===== config.mk =====
export PLATFORM = sky130hd
export DESIGN_NAME = gate_scan_seq
export DESIGN_NICKNAME = d
export VERILOG_FILES = /design/src/rtl/gss_pkg.sv /design/src/rtl/gss_ptr.sv /design/src/rtl/gss_flags.sv /design/src/rtl/gss_last.sv /design/src/rtl/gss_ctrl.sv /design/src/rtl/gate_scan_seq.sv
export SDC_FILE = /design/constraint.sdc
export NUM_CORES = 1
export LEC_CHECK = 0
export BUFFER_PORTS_ARGS = -buffer_cell sky130_fd_sc_hd__buf_2
export CAP_MARGIN = 20
export CORE_MARGIN = 2
export CORE_UTILIZATION = 41
export CTS_CLUSTER_DIAMETER = 60
export DETAILED_ROUTE_END_ITERATION = 10
export GPL_TIMING_DRIVEN = 0
export PLACE_DENSITY = 0.73
export SLEW_MARGIN = 20
export SYNTH_ARGS = -nofsm -noshare
export SYNTH_HDL_FRONTEND = slang
export SYNTH_SLANG_ARGS = --single-unit

===== constraint.sdc =====
create_clock -name clk -period 1.7 [get_ports clk]
set_input_delay 0.51 -clock clk [delete_from_list [all_inputs] [get_ports clk]]
set_output_delay 0.51 -clock clk [all_outputs]
set_load 0.01 [all_outputs]

===== src/rtl/gss_pkg.sv =====
package gss_pkg;
   typedef enum logic [0:0] {
      GSS_IDLE = 1'b0,
      GSS_CONV = 1'b1
   } gss_state_e;

   localparam int unsigned GSS_NFLAG = 3;
   localparam int unsigned FLG_CMP   = 0;
   localparam int unsigned FLG_PAUSE = 1;
   localparam int unsigned FLG_OVR   = 2;
endpackage


===== src/rtl/gss_ptr.sv =====
module gss_ptr #(
   parameter int unsigned IDX_W = 6
) (
   input  logic             clk,
   input  logic             rst_n,
   input  logic             load_first,
   input  logic             advance,
   input  logic [IDX_W-1:0] q_first,
   input  logic [IDX_W-1:0] q_last,
   output logic [IDX_W-1:0] ptr,
   output logic             at_end
);
   logic [IDX_W-1:0] ptr_q;

   always_ff @(posedge clk or negedge rst_n) begin
      if (!rst_n) begin
         ptr_q <= '0;
      end else if (load_first) begin
         ptr_q <= q_first;
      end else if (advance) begin
         ptr_q <= ptr_q + 1'b1;
      end
   end

   assign ptr    = ptr_q;
   assign at_end = (ptr_q == q_last);
endmodule


===== src/rtl/gss_flags.sv =====
module gss_flags #(
   parameter int unsigned NFLAG    = 3,
   parameter bit          SET_WINS = 1'b1
) (
   input  logic             clk,
   input  logic             rst_n,
   input  logic [NFLAG-1:0] set_i,
   input  logic [NFLAG-1:0] clr_i,
   output logic [NFLAG-1:0] flags
);
   if (NFLAG < 1) begin : g_bad_n
      $error("gss_flags: NFLAG must be at least 1");
   end

   for (genvar i = 0; i < NFLAG; i++) begin : g_bit
      logic bit_q;
      if (SET_WINS) begin : g_set_first
         always_ff @(posedge clk or negedge rst_n) begin
            if (!rst_n) bit_q <= 1'b0;
            else        bit_q <= set_i[i] | (bit_q & ~clr_i[i]);
         end
      end else begin : g_clr_first
         always_ff @(posedge clk or negedge rst_n) begin
            if (!rst_n) bit_q <= 1'b0;
            else        bit_q <= (bit_q | set_i[i]) & ~clr_i[i];
         end
      end
      assign flags[i] = bit_q;
   end
endmodule


===== src/rtl/gss_last.sv =====
module gss_last #(
   parameter int unsigned IDX_W = 6
) (
   input  logic             clk,
   input  logic             rst_n,
   input  logic             capture,
   input  logic [IDX_W-1:0] idx,
   output logic [IDX_W-1:0] last_ptr,
   output logic             last_valid
);
   always_ff @(posedge clk or negedge rst_n) begin
      if (!rst_n) begin
         last_ptr   <= '0;
         last_valid <= 1'b0;
      end else if (capture) begin
         last_ptr   <= idx;
         last_valid <= 1'b1;
      end
   end
endmodule


===== src/rtl/gss_ctrl.sv =====
module gss_ctrl
   import gss_pkg::*;
(
   input  logic clk,
   input  logic rst_n,
   input  logic scan_en,
   input  logic gate,
   input  logic conv_done,
   input  logic at_end,
   input  logic cmp_flag,
   output logic conv_req,
   output logic load_first,
   output logic advance,
   output logic capture,
   output logic set_cmp,
   output logic set_pause,
   output logic set_ovr
);
   gss_state_e state_q, state_d;

   always_ff @(posedge clk or negedge rst_n) begin
      if (!rst_n) state_q <= GSS_IDLE;
      else        state_q <= state_d;
   end

   always_comb begin
      state_d    = state_q;
      load_first = 1'b0;
      advance    = 1'b0;
      capture    = 1'b0;
      set_cmp    = 1'b0;
      set_pause  = 1'b0;
      set_ovr    = 1'b0;
      unique case (state_q)
         GSS_IDLE: begin
            if (scan_en && gate) begin
               state_d    = GSS_CONV;
               load_first = 1'b1;
            end
         end
         GSS_CONV: begin
            if (conv_done) begin
               capture = 1'b1;
               set_cmp = at_end;
               set_ovr = at_end && cmp_flag;
               if (!scan_en) begin
                  state_d = GSS_IDLE;
               end else if (!gate) begin
                  state_d   = GSS_IDLE;
                  set_pause = !at_end;
               end else if (at_end) begin
                  load_first = 1'b1;
               end else begin
                  advance = 1'b1;
               end
            end
         end
         default: state_d = GSS_IDLE;
      endcase
   end

   assign conv_req = (state_q == GSS_CONV);
endmodule


===== src/rtl/gate_scan_seq.sv =====
module gate_scan_seq
   import gss_pkg::*;
#(
   parameter int unsigned DEPTH    = 64,
   parameter bit          SET_WINS = 1'b1,
   localparam int unsigned IDX_W   = (DEPTH > 1) ? $clog2(DEPTH) : 1
) (
   input  logic             clk,
   input  logic             rst_n,
   input  logic             scan_en,
   input  logic             gate,
   input  logic [IDX_W-1:0] q_first,
   input  logic [IDX_W-1:0] q_last,
   input  logic             clr_cmp,
   input  logic             clr_pause,
   input  logic             clr_ovr,
   output logic             conv_req,
   output logic [IDX_W-1:0] conv_cmd,
   input  logic             conv_done,
   output logic             flag_cmp,
   output logic             flag_pause,
   output logic             flag_ovr,
   output logic [IDX_W-1:0] last_done_ptr,
   output logic             last_valid
);
   if (DEPTH < 2 || (DEPTH & (DEPTH - 1)) != 0) begin : g_bad_depth
      $error("gate_scan_seq: DEPTH must be a power of two, at least 2");
   end

   logic                 load_first, advance, capture, at_end;
   logic                 set_cmp, set_pause, set_ovr;
   logic [GSS_NFLAG-1:0] flag_set, flag_clr, flag_q;

   gss_ctrl u_ctrl (
      .clk        (clk),
      .rst_n      (rst_n),
      .scan_en    (scan_en),
      .gate       (gate),
      .conv_done  (conv_done),
      .at_end     (at_end),
      .cmp_flag   (flag_q[FLG_CMP]),
      .conv_req   (conv_req),
      .load_first (load_first),
      .advance    (advance),
      .capture    (capture),
      .set_cmp    (set_cmp),
      .set_pause  (set_pause),
      .set_ovr    (set_ovr)
   );

   gss_ptr #(.IDX_W(IDX_W)) u_ptr (
      .clk        (clk),
      .rst_n      (rst_n),
      .load_first (load_first),
      .advance    (advance),
      .q_first    (q_first),
      .q_last     (q_last),
      .ptr        (conv_cmd),
      .at_end     (at_end)
   );

   always_comb begin
      flag_set            = '0;
      flag_clr            = '0;
      flag_set[FLG_CMP]   = set_cmp;
      flag_set[FLG_PAUSE] = set_pause;
      flag_set[FLG_OVR]   = set_ovr;
      flag_clr[FLG_CMP]   = clr_cmp;
      flag_clr[FLG_PAUSE] = clr_pause;
      flag_clr[FLG_OVR]   = clr_ovr;
   end

   gss_flags #(.NFLAG(GSS_NFLAG), .SET_WINS(SET_WINS)) u_flags (
      .clk   (clk),
      .rst_n (rst_n),
      .set_i (flag_set),
      .clr_i (flag_clr),
      .flags (flag_q)
   );

   assign flag_cmp   = flag_q[FLG_CMP];
   assign flag_pause = flag_q[FLG_PAUSE];
   assign flag_ovr   = flag_q[FLG_OVR];

   gss_last #(.IDX_W(IDX_W)) u_last (
      .clk        (clk),
      .rst_n      (rst_n),
      .capture    (capture),
      .idx        (conv_cmd),
      .last_ptr   (last_done_ptr),
      .last_valid (last_valid)
   );
endmodule


* After elaboration in Yosys (flattened, before gate mapping)
Cells that the tools add are included.
Operators by class: bitwise operators 10, add/subtract/negate cells 1, reductions and logical operators 4, mux-type cells 27, equality and inequality tests 1
Operators with widths (number):
- 2-to-1 mux 1 bit | 23
- 2-to-1 mux 6 bit | 2
- adder 6 x 1 -> 6 bit, second input constant | 1
- equality test 6 bit | 1
- NOT 1 bit | 4
- case mux 1 bit (2 select lines) | 2
- bitwise AND 1 bit | 3
- bitwise OR 1 bit | 3
- logical AND 1 bit | 2
- nonzero test 2 bit | 1
- zero test 1 bit | 1
Word-level totals: register bits 17, input port bits 20, output and inout port bits 17, word-level logic and storage cells 50

* Depth between registers and ports, before layout
Gate-level depths: netlist of run 1.
depth after elaboration 8, gate-level depth with buffers 5, depth with buffers taken out 5

* Cells and area by module
From an unflattened synthesis of run 1, not the netlist that was laid out.
Unflattened totals: cells, all modules 81, area total of the unflattened synthesis 888.4 µm²
By module, submodules not included:
- gss_ptr | times used 1, seq. area each 150.1 µm², cells each 42, area each 386.6 µm²
- gss_last | times used 1, seq. area each 175.2 µm², cells each 15, area each 282.8 µm²
- gss_flags | times used 1, seq. area each 75.1 µm², cells each 12, area each 131.4 µm²
- gss_ctrl | times used 1, seq. area each 25.0 µm², cells each 12, area each 87.6 µm²

* Worst setup path after synthesis of run 1
OpenSTA, ideal clock, no wires.
kind input-to-reg, from input q_last[3], to register u_ptr.ptr_q[2], in the netlist u_ptr.ptr[2], library setup time 0.143 ns, cell stages on the path 5, arrival 1.638 ns, required time 1.557 ns, path slack -0.081 ns, path buffers 0, cell sequence xnor2_1 -> nand2_1 -> o41ai_4 -> mux2i_1 -> a22oi_1
On the way: cells in the longest elaborated chain, start to end 7, elaborated cells on any way between the ends 13, classes of those cells eq/ne: 1; mux: 11; reduce/logical: 1
RTL lines:
- start: declaration | line gate_scan_seq.sv:13 | input logic [IDX_W-1:0] q_last,
- equality test 6 bit (*) | line gss_ptr.sv:26 | assign at_end = (ptr_q == q_last);
- 2-to-1 mux 1 bit | line gss_ctrl.sv:51 | end else if (at_end) begin
- 2-to-1 mux 1 bit | line gss_ctrl.sv:48 | end else if (!gate) begin
- 2-to-1 mux 1 bit | line gss_ctrl.sv:46 | if (!scan_en) begin
- 2-to-1 mux 1 bit | line gss_ctrl.sv:42 | if (conv_done) begin
- case mux 1 bit (2 select lines) or 2-to-1 mux 1 bit (tied branches) | line gss_ctrl.sv:34 | unique case (state_q)
- 2-to-1 mux 6 bit or nonzero test 2 bit (tied branches)
- end signal: assignment | line gss_ptr.sv:19 | ptr_q <= q_first;
- end signal: assignment | line gss_ptr.sv:21 | ptr_q <= ptr_q + 1'b1;
- end: declaration | line gss_ptr.sv:13 | logic [IDX_W-1:0] ptr_q;
Mark *: on every way between the ends. The rest lies on a longest branch, timed or not. A chain may end at the register's enable or synchronous reset.

* Worst setup path in the final report of run 1
from register u_ptr.ptr_q[4], in the netlist u_ptr.ptr[4], to register u_ptr.ptr_q[2], in the netlist u_ptr.ptr[2]
On the way: cells in the longest elaborated chain, start to end 7, elaborated cells on any way between the ends 13, classes of those cells eq/ne: 1; mux: 11; reduce/logical: 1
RTL lines (line):
- equality test 6 bit (*) | gss_ptr.sv:26
- 2-to-1 mux 1 bit | gss_ctrl.sv:51
- 2-to-1 mux 1 bit | gss_ctrl.sv:48
- 2-to-1 mux 1 bit | gss_ctrl.sv:46
- 2-to-1 mux 1 bit | gss_ctrl.sv:42
- case mux 1 bit (2 select lines) or 2-to-1 mux 1 bit (tied branches) | gss_ctrl.sv:34
- 2-to-1 mux 6 bit or nonzero test 2 bit (tied branches)
Marked as above.

==> impl_metrics.sql, run 1 <==
INSERT INTO impl_metrics (metric_group, metric, value, unit) VALUES
('clock_tree', 'htree_levels', '1', ''),
('grt', 'grt_pass1_wl', '3280', 'um'),
('layout', 'final_layout_size_suffix_gt1_frac', '0.457', ''),
('critical_path', 'reg2reg_to', 'u_ptr.ptr[2]', ''),
('layout', 'register_area', '430', 'um2'),
('run', 'timing.max_cap.violations', '0', ''),
('timing', 'achievable-frequency', '589', 'MHz'),
('layout', 'antenna_cells_inserted', '0', ''),
('power_and_ir_drop', 'power.density_cell_area', '1080', 'mW/mm2'),
('logic_synthesis', 'synth_fa_ha_area_frac', '0.0145', ''),
('logic_synthesis', 'synth_nets', '105', ''),
('critical_path', 'setup.reg_to_reg.worst_slack', '0.002', 'ns'),
('timing', 'fin_tns_setup', '0', 'ns'),
('timing', 'min_period_over_period', '0.999', ''),
('clock_tree', 'tritoncts', 'done', ''),
('grt', 'globalRouteOverflowTotal', '0', ''),
('logic_synthesis', 'ys_dominant_reg_cell', 'sky130_fd_sc_hd__dfrtp_1', ''),
('floorplan', 'die_w', '49.9', 'um'),
('floorplan', 'placementRows', '16', ''),
('logic_synthesis', 'synth-edff-count', '0', ''),
('routing', 'post_drt_via_cell_ratio', '5.10', ''),
('logic_synthesis', 'synth_seq_cells', '17', ''),
('logic_synthesis', 'netlist_instances', '84', ''),
('logic_synthesis', 'post_synth_num_cell_types', '25', ''),
('logic_synthesis', 'synth_top_family_by_area', 'simple AND/OR/NAND/NOR gates', ''),
('logic_synthesis', 'post_synth.cell_area_avg', '10.3', 'um2'),
('layout', 'multi_input_area', '467', 'um2'),
('clock_tree', 'worstSkewPairLatency', '0.29', 'ns'),
('logic_synthesis', 'post_synth_xor_xnor_area', '0.0609', ''),
('logic_synthesis', 'ys_top_cells_by_area', 'sky130_fd_sc_hd__dfrtp_1, sky130_fd_sc_hd__nand2_1, sky130_fd_sc_hd__xnor2_1', ''),
('timing', 'timing.clock.skew', '0.0133', 'ns'),
('logic_synthesis', 'post_synth_instance_area', '863', 'um2'),
('placement', 'place_inst', '147', ''),
('floorplan', 'die_y', '49.9', 'um'),
('clock_tree', 'clkTransAtPathRegs', '0.11', 'ns'),
('critical_path', 'cp-end-kind', 'register', ''),
('layout', 'area_growth_from_synthesis_to_final_layout', '37.5', '%'),
('timing', 'period_needed', '1.70', 'ns'),
('clock_tree', 'cts.sink_count', '17', ''),
('routing', 'antenna_left', '0', ''),
('placement', 'place.gp.congestion', '0.777', ''),
('status', 'outcome', 'finished, final reports clean', ''),
('logic_synthesis', 'synthMuxAreaShare', '0.0971', ''),
('critical_path', 'start_kind', 'register', ''),
('layout', 'num-nets-final', '149', ''),
('logic_synthesis', 'yosysSeqAreaShare', '0.493', ''),
('routing', 'totalWireLength', '1970', 'um'),
('timing', 'number_of_hold_violations_in_the_final_report', '0', ''),
('placement', 'place_hpwl', '1510', 'um'),
('layout', 'fillerInstances', '171', ''),
('timing', 'report.final.slew_viol_count', '0', ''),
('layout', 'final_util', '0.599', ''),
('grt', 'maximum_number_of_pins_on_one_net_before_global_route_repair', '18', ''),
('worst_hold_path', 'min-delay-path-class', 'input pin to asynchronous set/reset pin', ''),
('logic_synthesis', 'synth_compound_gate_area_share', '0.151', ''),
('layout', 'top_library_cells_by_usage_in_the_layout_fill_and_taps_aside', 'sky130_fd_sc_hd__buf_2, sky130_fd_sc_hd__nand2_1, sky130_fd_sc_hd__dfrtp_1', ''),
('critical_path', 'worstPathArrival', '1.86', 'ns'),
('logic_synthesis', 'netlist.top_cell.by_area', 'sky130_fd_sc_hd__dfrtp_1', ''),
('routing', 'drt_iter0_markers', '15', ''),
('timing', 'rsz0062_at_grt', 'true', ''),
('routing', 'route.detailed.drc', '0', ''),
('routing', 'drt_pre_antenna_iters', '4', ''),
('logic_synthesis', 'synthesis.yosys.warnings', '0', ''),
('clock_tree', 'cts_root_buffer', 'sky130_fd_sc_hd__clkbuf_4', ''),
('grt', 'first_global_vias', '734', ''),
('grt', 'grt_usage', '0.173', ''),
('layout', 'final_common_cell', 'sky130_fd_sc_hd__buf_2', ''),
('power_and_ir_drop', 'leakagePower', '0.000593', 'uW'),
('critical_path', 'reg2reg_depth', '6', ''),
('power_and_ir_drop', 'vdd.ir_drop.worst', '0.000640', 'V'),
('logic_synthesis', 'ys_async_sr_fraction', '1.00', '');
cell usage after synthesis, types with 2 or more instances:
| cell | count |
|---|---|
| sky130_fd_sc_hd__a22oi_1 | 3 |
| sky130_fd_sc_hd__dfrtp_1 | 17 |
| sky130_fd_sc_hd__nand3_1 | 4 |
| sky130_fd_sc_hd__nand2_1 | 14 |
| sky130_fd_sc_hd__o21ai_0 | 7 |
| sky130_fd_sc_hd__xnor2_1 | 6 |
| sky130_fd_sc_hd__mux2_2 | 3 |
| sky130_fd_sc_hd__o22ai_1 | 2 |
| sky130_fd_sc_hd__inv_1 | 7 |
| sky130_fd_sc_hd__mux2i_1 | 5 |
| sky130_fd_sc_hd__nor2_1 | 2 |
stage by stage:
step | setup WS [ns] | cell area, um2 | hold WS, ns
final | 0.00203 | 1190 | 0.122
after global placement | -0.327 | 1130 | 0.445
after global routing | -0.0698 | 1190 | 0.131
after detailed placement | -0.370 | 1130 | 0.458
after floorplan | -0.0353 | 921 | 0.214
after CTS | 0.0116 | 1180 | 0.134
what timing repair did:
item	CTS	global route
gates resized for setup	0	2
setup endpoints to repair	6	4
hold buffers	0	0
gates cloned	0	0
buffers inserted	2	1
pin swaps	1	1
logic make-up after synthesis:
logic type / Yosys count
compound gates: 17
buf+inv: 7
flops: 17
xor+xnor: 6
mux: 8
simple gates: 28
fa+ha+maj: 1
area by class of cell:
cell class	instances	share of cell area
inverter	7	0.0221
clock buffer	3	0.0190
multi-input combinational	60	0.393
timing repair buffer	39	0.171
clock inverter	1	0.00421
tap	27	0.0285
sequential	17	0.362
registers in the layout, indices dropped and copies added (netlist names):
| name | count |
|---|---|
| u_flags.g_bit.bit_q | 3 |
| u_last.last_ptr | 6 |
| u_ptr.ptr | 6 |
| u_last.last_valid | 1 |
| u_ctrl.conv_req | 1 |
per-layer routing:
metal  global-route usage  wire length (um)  vias to the layer above
met1                0.224               907                      370
met2                0.289               897                       33
li1                     -                 -                      383
met3               0.0424               162                        0
met4               0.0417                 0                        0
met5                    0                 0                        -
worst max-delay path, cell delays in order, from the launching register on:
cell                      delay [ns]
sky130_fd_sc_hd__dfrtp_2        0.47
sky130_fd_sc_hd__xnor2_2        0.15
sky130_fd_sc_hd__nand2_2        0.09
sky130_fd_sc_hd__o41ai_4        0.35
sky130_fd_sc_hd__buf_4          0.21
sky130_fd_sc_hd__mux2i_1        0.21
sky130_fd_sc_hd__a22oi_1        0.10
power breakdown:
part	internal [uW]	switching (uW)	total [uW]
logic	244	230	474
clock network	87.2	127	214
registers	499	101	600
worst max-delay path by stage:
stage                    to          from  depth (start not counted)
3_3_place_gp   u_ptr.ptr[3]     q_last[2]                          6
5_1_grt        u_ptr.ptr[5]  u_ptr.ptr[4]                          6
2_1_floorplan  u_ptr.ptr[2]  u_ptr.ptr[0]                          5
6_report       u_ptr.ptr[2]  u_ptr.ptr[4]                          6
3_5_place_dp   u_ptr.ptr[2]     q_last[2]                          6
4_1_cts        u_ptr.ptr[2]  u_ptr.ptr[4]                          6
Note: power is estimated with default switching activity, not from simulation.
==> run 2, diff against run 1 <==
Settings changed: ABC_AREA set to 1, CORE_MARGIN 2 to 5, CORE_UTILIZATION 41 to 42.
==> impl_metrics.sql, run 2 <==
INSERT INTO impl_metrics (metric_group, metric, value, unit) VALUES
('status', 'outcome', 'finished, final reports clean', ''),
('timing', 'timing.clock.skew', '0.00222', 'ns'),
('critical_path', 'cp-end-kind', 'output pin', ''),
('critical_path', 'cp_num_cells', '1', ''),
('floorplan', 'io_pins', '37', ''),
('logic_synthesis', 'ys_async_sr_fraction', '1.00', ''),
('timing', 'setup_violations', '0', ''),
('timing', 'report.final.slew_viol_count', '0', ''),
('clock_tree', 'postCtsSetupRepairBufs', '0', ''),
('power_and_ir_drop', 'totalPowerFinal', '1280', 'uW'),
('critical_path', 'critical_path_start_end_classification', 'register to output pin', ''),
('routing', 'post_drt_via_cell_ratio', '4.54', ''),
('clock_tree', 'clkTransAtPathRegs', '0.10', 'ns'),
('logic_synthesis', 'synth_nets', '147', ''),
('timing', 'period_needed', '1.46', 'ns'),
('power_and_ir_drop', 'swShare', '0.383', ''),
('logic_synthesis', 'ys_dominant_reg_cell', 'sky130_fd_sc_hd__dfrtp_1', ''),
('grt', 'grt_pass1_wl', '3470', 'um'),
('layout', 'antenna_cells_inserted', '0', ''),
('grt', 'globalRouteOverflowTotal', '0', ''),
('floorplan', 'placementRows', '17', ''),
('power_and_ir_drop', 'leakagePower', '0.000716', 'uW'),
('placement', 'place_hpwl', '1630', 'um'),
('clock_tree', 'tritoncts', 'done', ''),
('power_and_ir_drop', 'seq_power_share', '0.469', ''),
('power_and_ir_drop', 'power.internal', '790', 'uW'),
('critical_path', 'worstPathArrival', '0.95', 'ns'),
('floorplan', 'die_w', '57.3', 'um'),
('routing', 'route.vias.total', '880', ''),
('layout', 'final_common_cell', 'sky130_fd_sc_hd__nand2_1', ''),
('floorplan', 'initial_core_util', '0.434', ''),
('routing', 'drt_pre_antenna_iters', '4', ''),
('clock_tree', 'cts.sink_count', '17', ''),
('timing', 'rsz0062_at_grt', 'false', ''),
('critical_path', 'critical_path_required', '1.19', 'ns'),
('grt', 'maximum_number_of_pins_on_one_net_before_global_route_repair', '18', ''),
('logic_synthesis', 'count_leader_synth', 'sky130_fd_sc_hd__nand2_1', ''),
('routing', 'wire_per_inst', '10.0', 'um'),
('critical_path', 'start_kind', 'register', ''),
('layout', 'final_layout_size_suffix_gt1_frac', '0.295', ''),
('critical_path', 'cp_cell_sequence', 'buf_2', ''),
('timing', 'fin_tns_setup', '0', 'ns'),
('timing', 'relSlewSlack', '0.753', ''),
('grt', 'first_global_vias', '822', ''),
('layout', 'fillerInstances', '216', ''),
('floorplan', 'die_y', '57.3', 'um'),
('floorplan', 'die_area', '0.00329', 'mm2'),
('clock_tree', 'cts-buffers-inserted', '3', ''),
('power_and_ir_drop', 'power.density_cell_area', '1080', 'mW/mm2'),
('clock_tree', 'htree_levels', '1', ''),
('placement', 'buffers_on_ports', '36', ''),
('routing', 'route.detailed.drc', '0', ''),
('critical_path', 'cp_slowest_cell', 'sky130_fd_sc_hd__dfrtp_1', ''),
('logic_synthesis', 'ys_top_cells_by_area', 'sky130_fd_sc_hd__dfrtp_1, sky130_fd_sc_hd__nand2_1, sky130_fd_sc_hd__inv_1', ''),
('timing', 'number_of_hold_violations_in_the_final_report', '0', ''),
('clock_tree', 'worstSkewPairLatency', '0.28', 'ns'),
('logic_synthesis', 'synthesis.yosys.warnings', '0', ''),
('clock_tree', 'holdBufCountCts', '0', ''),
('logic_synthesis', 'fraction_of_synthesized_cell_area_taken_by_the_top_area_cell_type', '0.452', ''),
('power_and_ir_drop', 'switching_power', '491', 'uW'),
('logic_synthesis', 'synth-edff-count', '0', ''),
('logic_synthesis', 'yosysSeqAreaShare', '0.452', ''),
('critical_path', 'critPathBufInv', '1', ''),
('critical_path', 'reg2reg_depth', '10', ''),
('logic_synthesis', 'netlist.top_cell.by_area', 'sky130_fd_sc_hd__dfrtp_1', ''),
('routing', 'drt_iter0_markers', '10', ''),
('timing', 'min_period_over_period', '0.861', ''),
('layout', 'num-nets-final', '188', ''),
('logic_synthesis', 'post_synth_instance_area', '941', 'um2'),
('power_and_ir_drop', 'power.share.combinational', '0.365', ''),
('power_and_ir_drop', 'vdd.ir_drop.worst', '0.000617', 'V'),
('clock_tree', 'cts_root_buffer', 'sky130_fd_sc_hd__clkbuf_4', ''),
('timing', 'achievable-frequency', '683', 'MHz'),
('clock_tree', 'cts_resized', '0', ''),
('routing', 'antenna_left', '0', ''),
('critical_path', 'max_stage_delay', '0.49', 'ns'),
('run', 'timing.max_cap.violations', '0', ''),
('logic_synthesis', 'post_synth.cell_area_avg', '7.47', 'um2'),
('logic_synthesis', 'post_synth_most_frequent_cells', 'sky130_fd_sc_hd__nand2_1, sky130_fd_sc_hd__inv_1, sky130_fd_sc_hd__dfrtp_1, sky130_fd_sc_hd__nand3_1, sky130_fd_sc_hd__o21ai_0', ''),
('grt', 'grt_usage', '0.131', ''),
('logic_synthesis', 'netlist_instances', '126', ''),
('grt', 'grt_antenna_before_repair', '0', ''),
('layout', 'area_growth_from_synthesis_to_final_layout', '25.7', '%'),
('clock_tree', 'clockBufferDepth', '2', ''),
('routing', 'totalWireLength', '1950', 'um'),
('floorplan', 'coreArea', '0.00217', 'mm2'),
('placement', 'place.gp.congestion', '0.872', ''),
('power_and_ir_drop', 'clkPwrFrac', '0.166', ''),
('critical_path', 'path_max_fanout', '7', ''),
('critical_path', 'cpLargestDelayFamily', 'flip-flops', ''),
('worst_hold_path', 'min-delay-path-class', 'input pin to asynchronous set/reset pin', ''),
('layout', 'top_library_cells_by_usage_in_the_layout_fill_and_taps_aside', 'sky130_fd_sc_hd__nand2_1, sky130_fd_sc_hd__buf_2, sky130_fd_sc_hd__inv_1', ''),
('timing', 'worst_pin_slew', '0.371', 'ns'),
('logic_synthesis', 'synth_seq_cells', '17', ''),
('logic_synthesis', 'post_synth_num_cell_types', '19', '');
run 2: final cells by class:
type	instances	area, um2	area share
plain buffers	1	3.75	0.00317
clock buffers	4	26.3	0.0222
inverters	26	97.6	0.0825
multi-input cells	82	414	0.350
flip-flops and latches	17	425	0.360
well taps	28	35.0	0.0296
repair buffers	36	180	0.152
run 2: path summary, 6_finish.rpt:
| check | from | endpoint | slack [ns] |
|---|---|---|---|
| min in group clk | clr_pause | u_flags.g_bit[1].bit_q | 0.40 |
| min | rst_n | u_ctrl.conv_req | 0.13 |
| max in group asynchronous | rst_n | u_last.last_ptr[0] | 1.30 |
| min reg2reg | u_last.last_valid | u_last.last_valid | 0.48 |
| max | u_ptr.ptr[2] | conv_cmd[2] | 0.24 |
| max reg2reg | u_ptr.ptr[1] | u_ptr.ptr[5] | 0.29 |
run 2: layer usage:
| layer | vias up | global-route usage | routed length, um |
|---|---|---|---|
| li1 | 467 | - | - |
| met1 | 389 | 0.154 | 861 |
| met2 | 22 | 0.238 | 942 |
| met3 | 2 | 0.0204 | 114 |
| met4 | 0 | 0.0497 | 27 |
| met5 | - | 0 | 0 |
run 2: through the flow:
stage	hold slack, ns	cells	cell area, um2	util	setup slack [ns]
2_1_floorplan	0.214	126	941	-	0.380
6_report	0.131	194	1180	0.545	0.236
5_1_grt	0.154	194	1180	0.545	0.0944
3_3_place_gp	0.445	190	1160	0.533	0.167
3_5_place_dp	0.454	190	1160	0.533	0.140
4_1_cts	0.148	194	1180	0.545	0.236
run 2: logic make-up after synthesis:
logic type,after synthesis,share of synthesized area
AO/OA/AOI/OAI,13,0.0745
XOR/XNOR,5,0.0465
adder cells (fa/ha/maj),1,0.0133
buffers and inverters,27,0.108
flip-flops,17,0.452
AND/OR/NAND/NOR,63,0.306
run 2: power by group through the flow:
stage	sequential (uW)	combinational, uW	clock (uW)
finish	600	468	213
global route	621	539	239
CTS	603	478	217
detailed placement	610	476	0
global placement	605	467	0
floorplan	643	258	0
==> run 3, diff against run 2 <==
Settings changed: ABC_AREA 1 to unset, CORE_UTILIZATION 42 to 41.
==> impl_metrics.sql, run 3 (synthesized netlist as in run 1, its figures left out) <==
INSERT INTO impl_metrics (metric_group, metric, value, unit) VALUES
('timing', 'min_period_over_period', '0.989', ''),
('timing', 'timing.clock.skew', '0.00550', 'ns'),
('floorplan', 'die_area', '0.00312', 'mm2'),
('placement', 'place.gp.congestion', '0.812', ''),
('critical_path', 'reg2reg_depth', '6', ''),
('floorplan', 'initial_core_util', '0.436', ''),
('grt', 'grt_antenna_before_repair', '0', ''),
('clock_tree', 'clockBufferDepth', '2', ''),
('timing', 'number_of_hold_violations_in_the_final_report', '0', ''),
('critical_path', 'cp-end-kind', 'register', ''),
('floorplan', 'die_w', '55.9', 'um'),
('power_and_ir_drop', 'leakagePower', '0.000609', 'uW'),
('floorplan', 'io_pins', '37', ''),
('routing', 'post_drt_via_cell_ratio', '5.12', ''),
('critical_path', 'r2r_start', 'u_ptr.ptr[5]', ''),
('power_and_ir_drop', 'swShare', '0.350', ''),
('grt', 'grt_usage', '0.135', ''),
('power_and_ir_drop', 'power.share.combinational', '0.387', ''),
('placement', 'buffers_on_ports', '36', ''),
('routing', 'route.detailed.drc', '0', ''),
('grt', 'first_global_vias', '794', ''),
('power_and_ir_drop', 'seq_power_share', '0.451', ''),
('routing', 'totalWireLength', '2090', 'um'),
('timing', 'rsz0062_at_grt', 'true', ''),
('clock_tree', 'tritoncts', 'done', ''),
('power_and_ir_drop', 'clkPwrFrac', '0.162', ''),
('timing', 'period_needed', '1.68', 'ns'),
('power_and_ir_drop', 'vdd.ir_drop.worst', '0.000771', 'V'),
('grt', 'maximum_number_of_pins_on_one_net_before_global_route_repair', '18', ''),
('layout', 'num-nets-final', '153', ''),
('layout', 'top_library_cells_by_usage_in_the_layout_fill_and_taps_aside', 'sky130_fd_sc_hd__buf_2, sky130_fd_sc_hd__nand2_1, sky130_fd_sc_hd__dfrtp_1', ''),
('floorplan', 'die_y', '55.9', 'um'),
('timing', 'worst_pin_slew', '0.449', 'ns'),
('critical_path', 'critical_path_start_end_classification', 'register to register', ''),
('routing', 'route.vias.total', '809', ''),
('power_and_ir_drop', 'totalPowerFinal', '1320', 'uW'),
('timing', 'relSlewSlack', '0.700', ''),
('routing', 'wire_per_inst', '13.2', 'um'),
('layout', 'fillerInstances', '180', ''),
('routing', 'drt_pre_antenna_iters', '4', ''),
('layout', 'final_common_cell', 'sky130_fd_sc_hd__buf_2', ''),
('clock_tree', 'clkTransAtPathRegs', '0.10', 'ns'),
('floorplan', 'coreArea', '0.00198', 'mm2'),
('routing', 'antenna_left', '0', ''),
('placement', 'place_inst', '147', ''),
('power_and_ir_drop', 'power.density_cell_area', '1090', 'mW/mm2'),
('power_and_ir_drop', 'switching_power', '462', 'uW'),
('floorplan', 'placementRows', '16', ''),
('clock_tree', 'htree_levels', '1', ''),
('critical_path', 'path_max_fanout', '5', ''),
('critical_path', 'critical_path_required', '1.86', 'ns'),
('clock_tree', 'cts-buffers-inserted', '3', ''),
('clock_tree', 'worstSkewPairLatency', '0.28', 'ns'),
('layout', 'antenna_cells_inserted', '0', ''),
('timing', 'report.final.slew_viol_count', '0', ''),
('status', 'outcome', 'finished, final reports clean', ''),
('critical_path', 'start_kind', 'register', ''),
('critical_path', 'setup.reg_to_reg.worst_slack', '0.02', 'ns'),
('run', 'timing.max_cap.violations', '0', ''),
('timing', 'setup_violations', '0', ''),
('routing', 'drt_iter0_markers', '9', ''),
('worst_hold_path', 'min-delay-path-class', 'input pin to asynchronous set/reset pin', ''),
('clock_tree', 'cts.sink_count', '17', ''),
('critical_path', 'reg2reg_to', 'u_ptr.ptr[2]', ''),
('layout', 'final_cell_count_no_fill', '158', ''),
('clock_tree', 'cts_root_buffer', 'sky130_fd_sc_hd__clkbuf_4', ''),
('layout', 'area_growth_from_synthesis_to_final_layout', '40.9', '%'),
('layout', 'final_layout_size_suffix_gt1_frac', '0.466', ''),
('grt', 'globalRouteOverflowTotal', '0', ''),
('power_and_ir_drop', 'power.internal', '860', 'uW'),
('placement', 'place_hpwl', '1600', 'um'),
('timing', 'achievable-frequency', '595', 'MHz'),
('critical_path', 'worstPathArrival', '1.84', 'ns'),
('grt', 'grt_pass1_wl', '3430', 'um');
-- run 3: metrics by stage --
step | setup slack [ns] | hold WS (ns) | TNS, ns | cell area [um2] | util
3_3_place_gp | -0.328 | 0.446 | -1.73 | 1130 | 0.573
3_5_place_dp | -0.368 | 0.457 | -1.93 | 1130 | 0.573
4_1_cts | 0.0175 | 0.138 | 0 | 1180 | 0.593
5_1_grt | -0.0489 | 0.147 | -0.0972 | 1220 | 0.614
2_1_floorplan | -0.0353 | 0.214 | -0.103 | 921 | -
6_report | 0.0188 | 0.126 | 0 | 1220 | 0.614
-- run 3: per-layer routing --
layer | GRT usage | wire length (um) | vias to the layer above
met5 | 0 | 0 | -
met4 | 0.0780 | 53 | 0
met3 | 0.0464 | 239 | 6
met2 | 0.198 | 891 | 39
met1 | 0.173 | 902 | 371
li1 | - | - | 393
-- run 3: what timing repair did --
item / CTS / global route
setup endpoints to repair: 6 / 4
setup buffers: 2 / 5
hold buffers: 0 / 0
resized for setup: 0 / 2
pin swaps: 1 / 1
-- run 3: layout make-up --
class,instances,area [um2],share of cell area
clock buffer,4,26.3,0.0216
inverter,7,26.3,0.0216
multi-input combinational,60,467,0.384
sequential,17,430,0.354
tap,27,33.8,0.0278
timing repair buffer,43,233,0.191
-- run 3: worst max-delay path by stage --
stage | start | end | slack [ns]
finish | u_ptr.ptr[5] | u_ptr.ptr[2] | 0.02
global route | u_ptr.ptr[1] | u_ptr.ptr[3] | -0.05
CTS | u_ptr.ptr[4] | u_ptr.ptr[2] | 0.02
detailed placement | q_last[2] | u_ptr.ptr[2] | -0.37
global placement | q_last[2] | u_ptr.ptr[3] | -0.33
floorplan | u_ptr.ptr[0] | u_ptr.ptr[2] | -0.04
-- run 3: power by group through the flow --
stage	logic (uW)	clock network (uW)	registers [uW]
floorplan	248	0	642
global placement	454	0	604
detailed placement	462	0	609
CTS	469	222	602
global route	559	249	611
finish	512	214	596
-- run 3: worst max-delay path, stage by stage, from the launching register on --
cell and delay, ns:
sky130_fd_sc_hd__dfrtp_1 0.43, sky130_fd_sc_hd__xnor2_1 0.16, sky130_fd_sc_hd__nand2_1 0.14, sky130_fd_sc_hd__o41ai_4 0.32, sky130_fd_sc_hd__buf_4 0.20, sky130_fd_sc_hd__mux2i_1 0.21, sky130_fd_sc_hd__a22oi_1 0.10
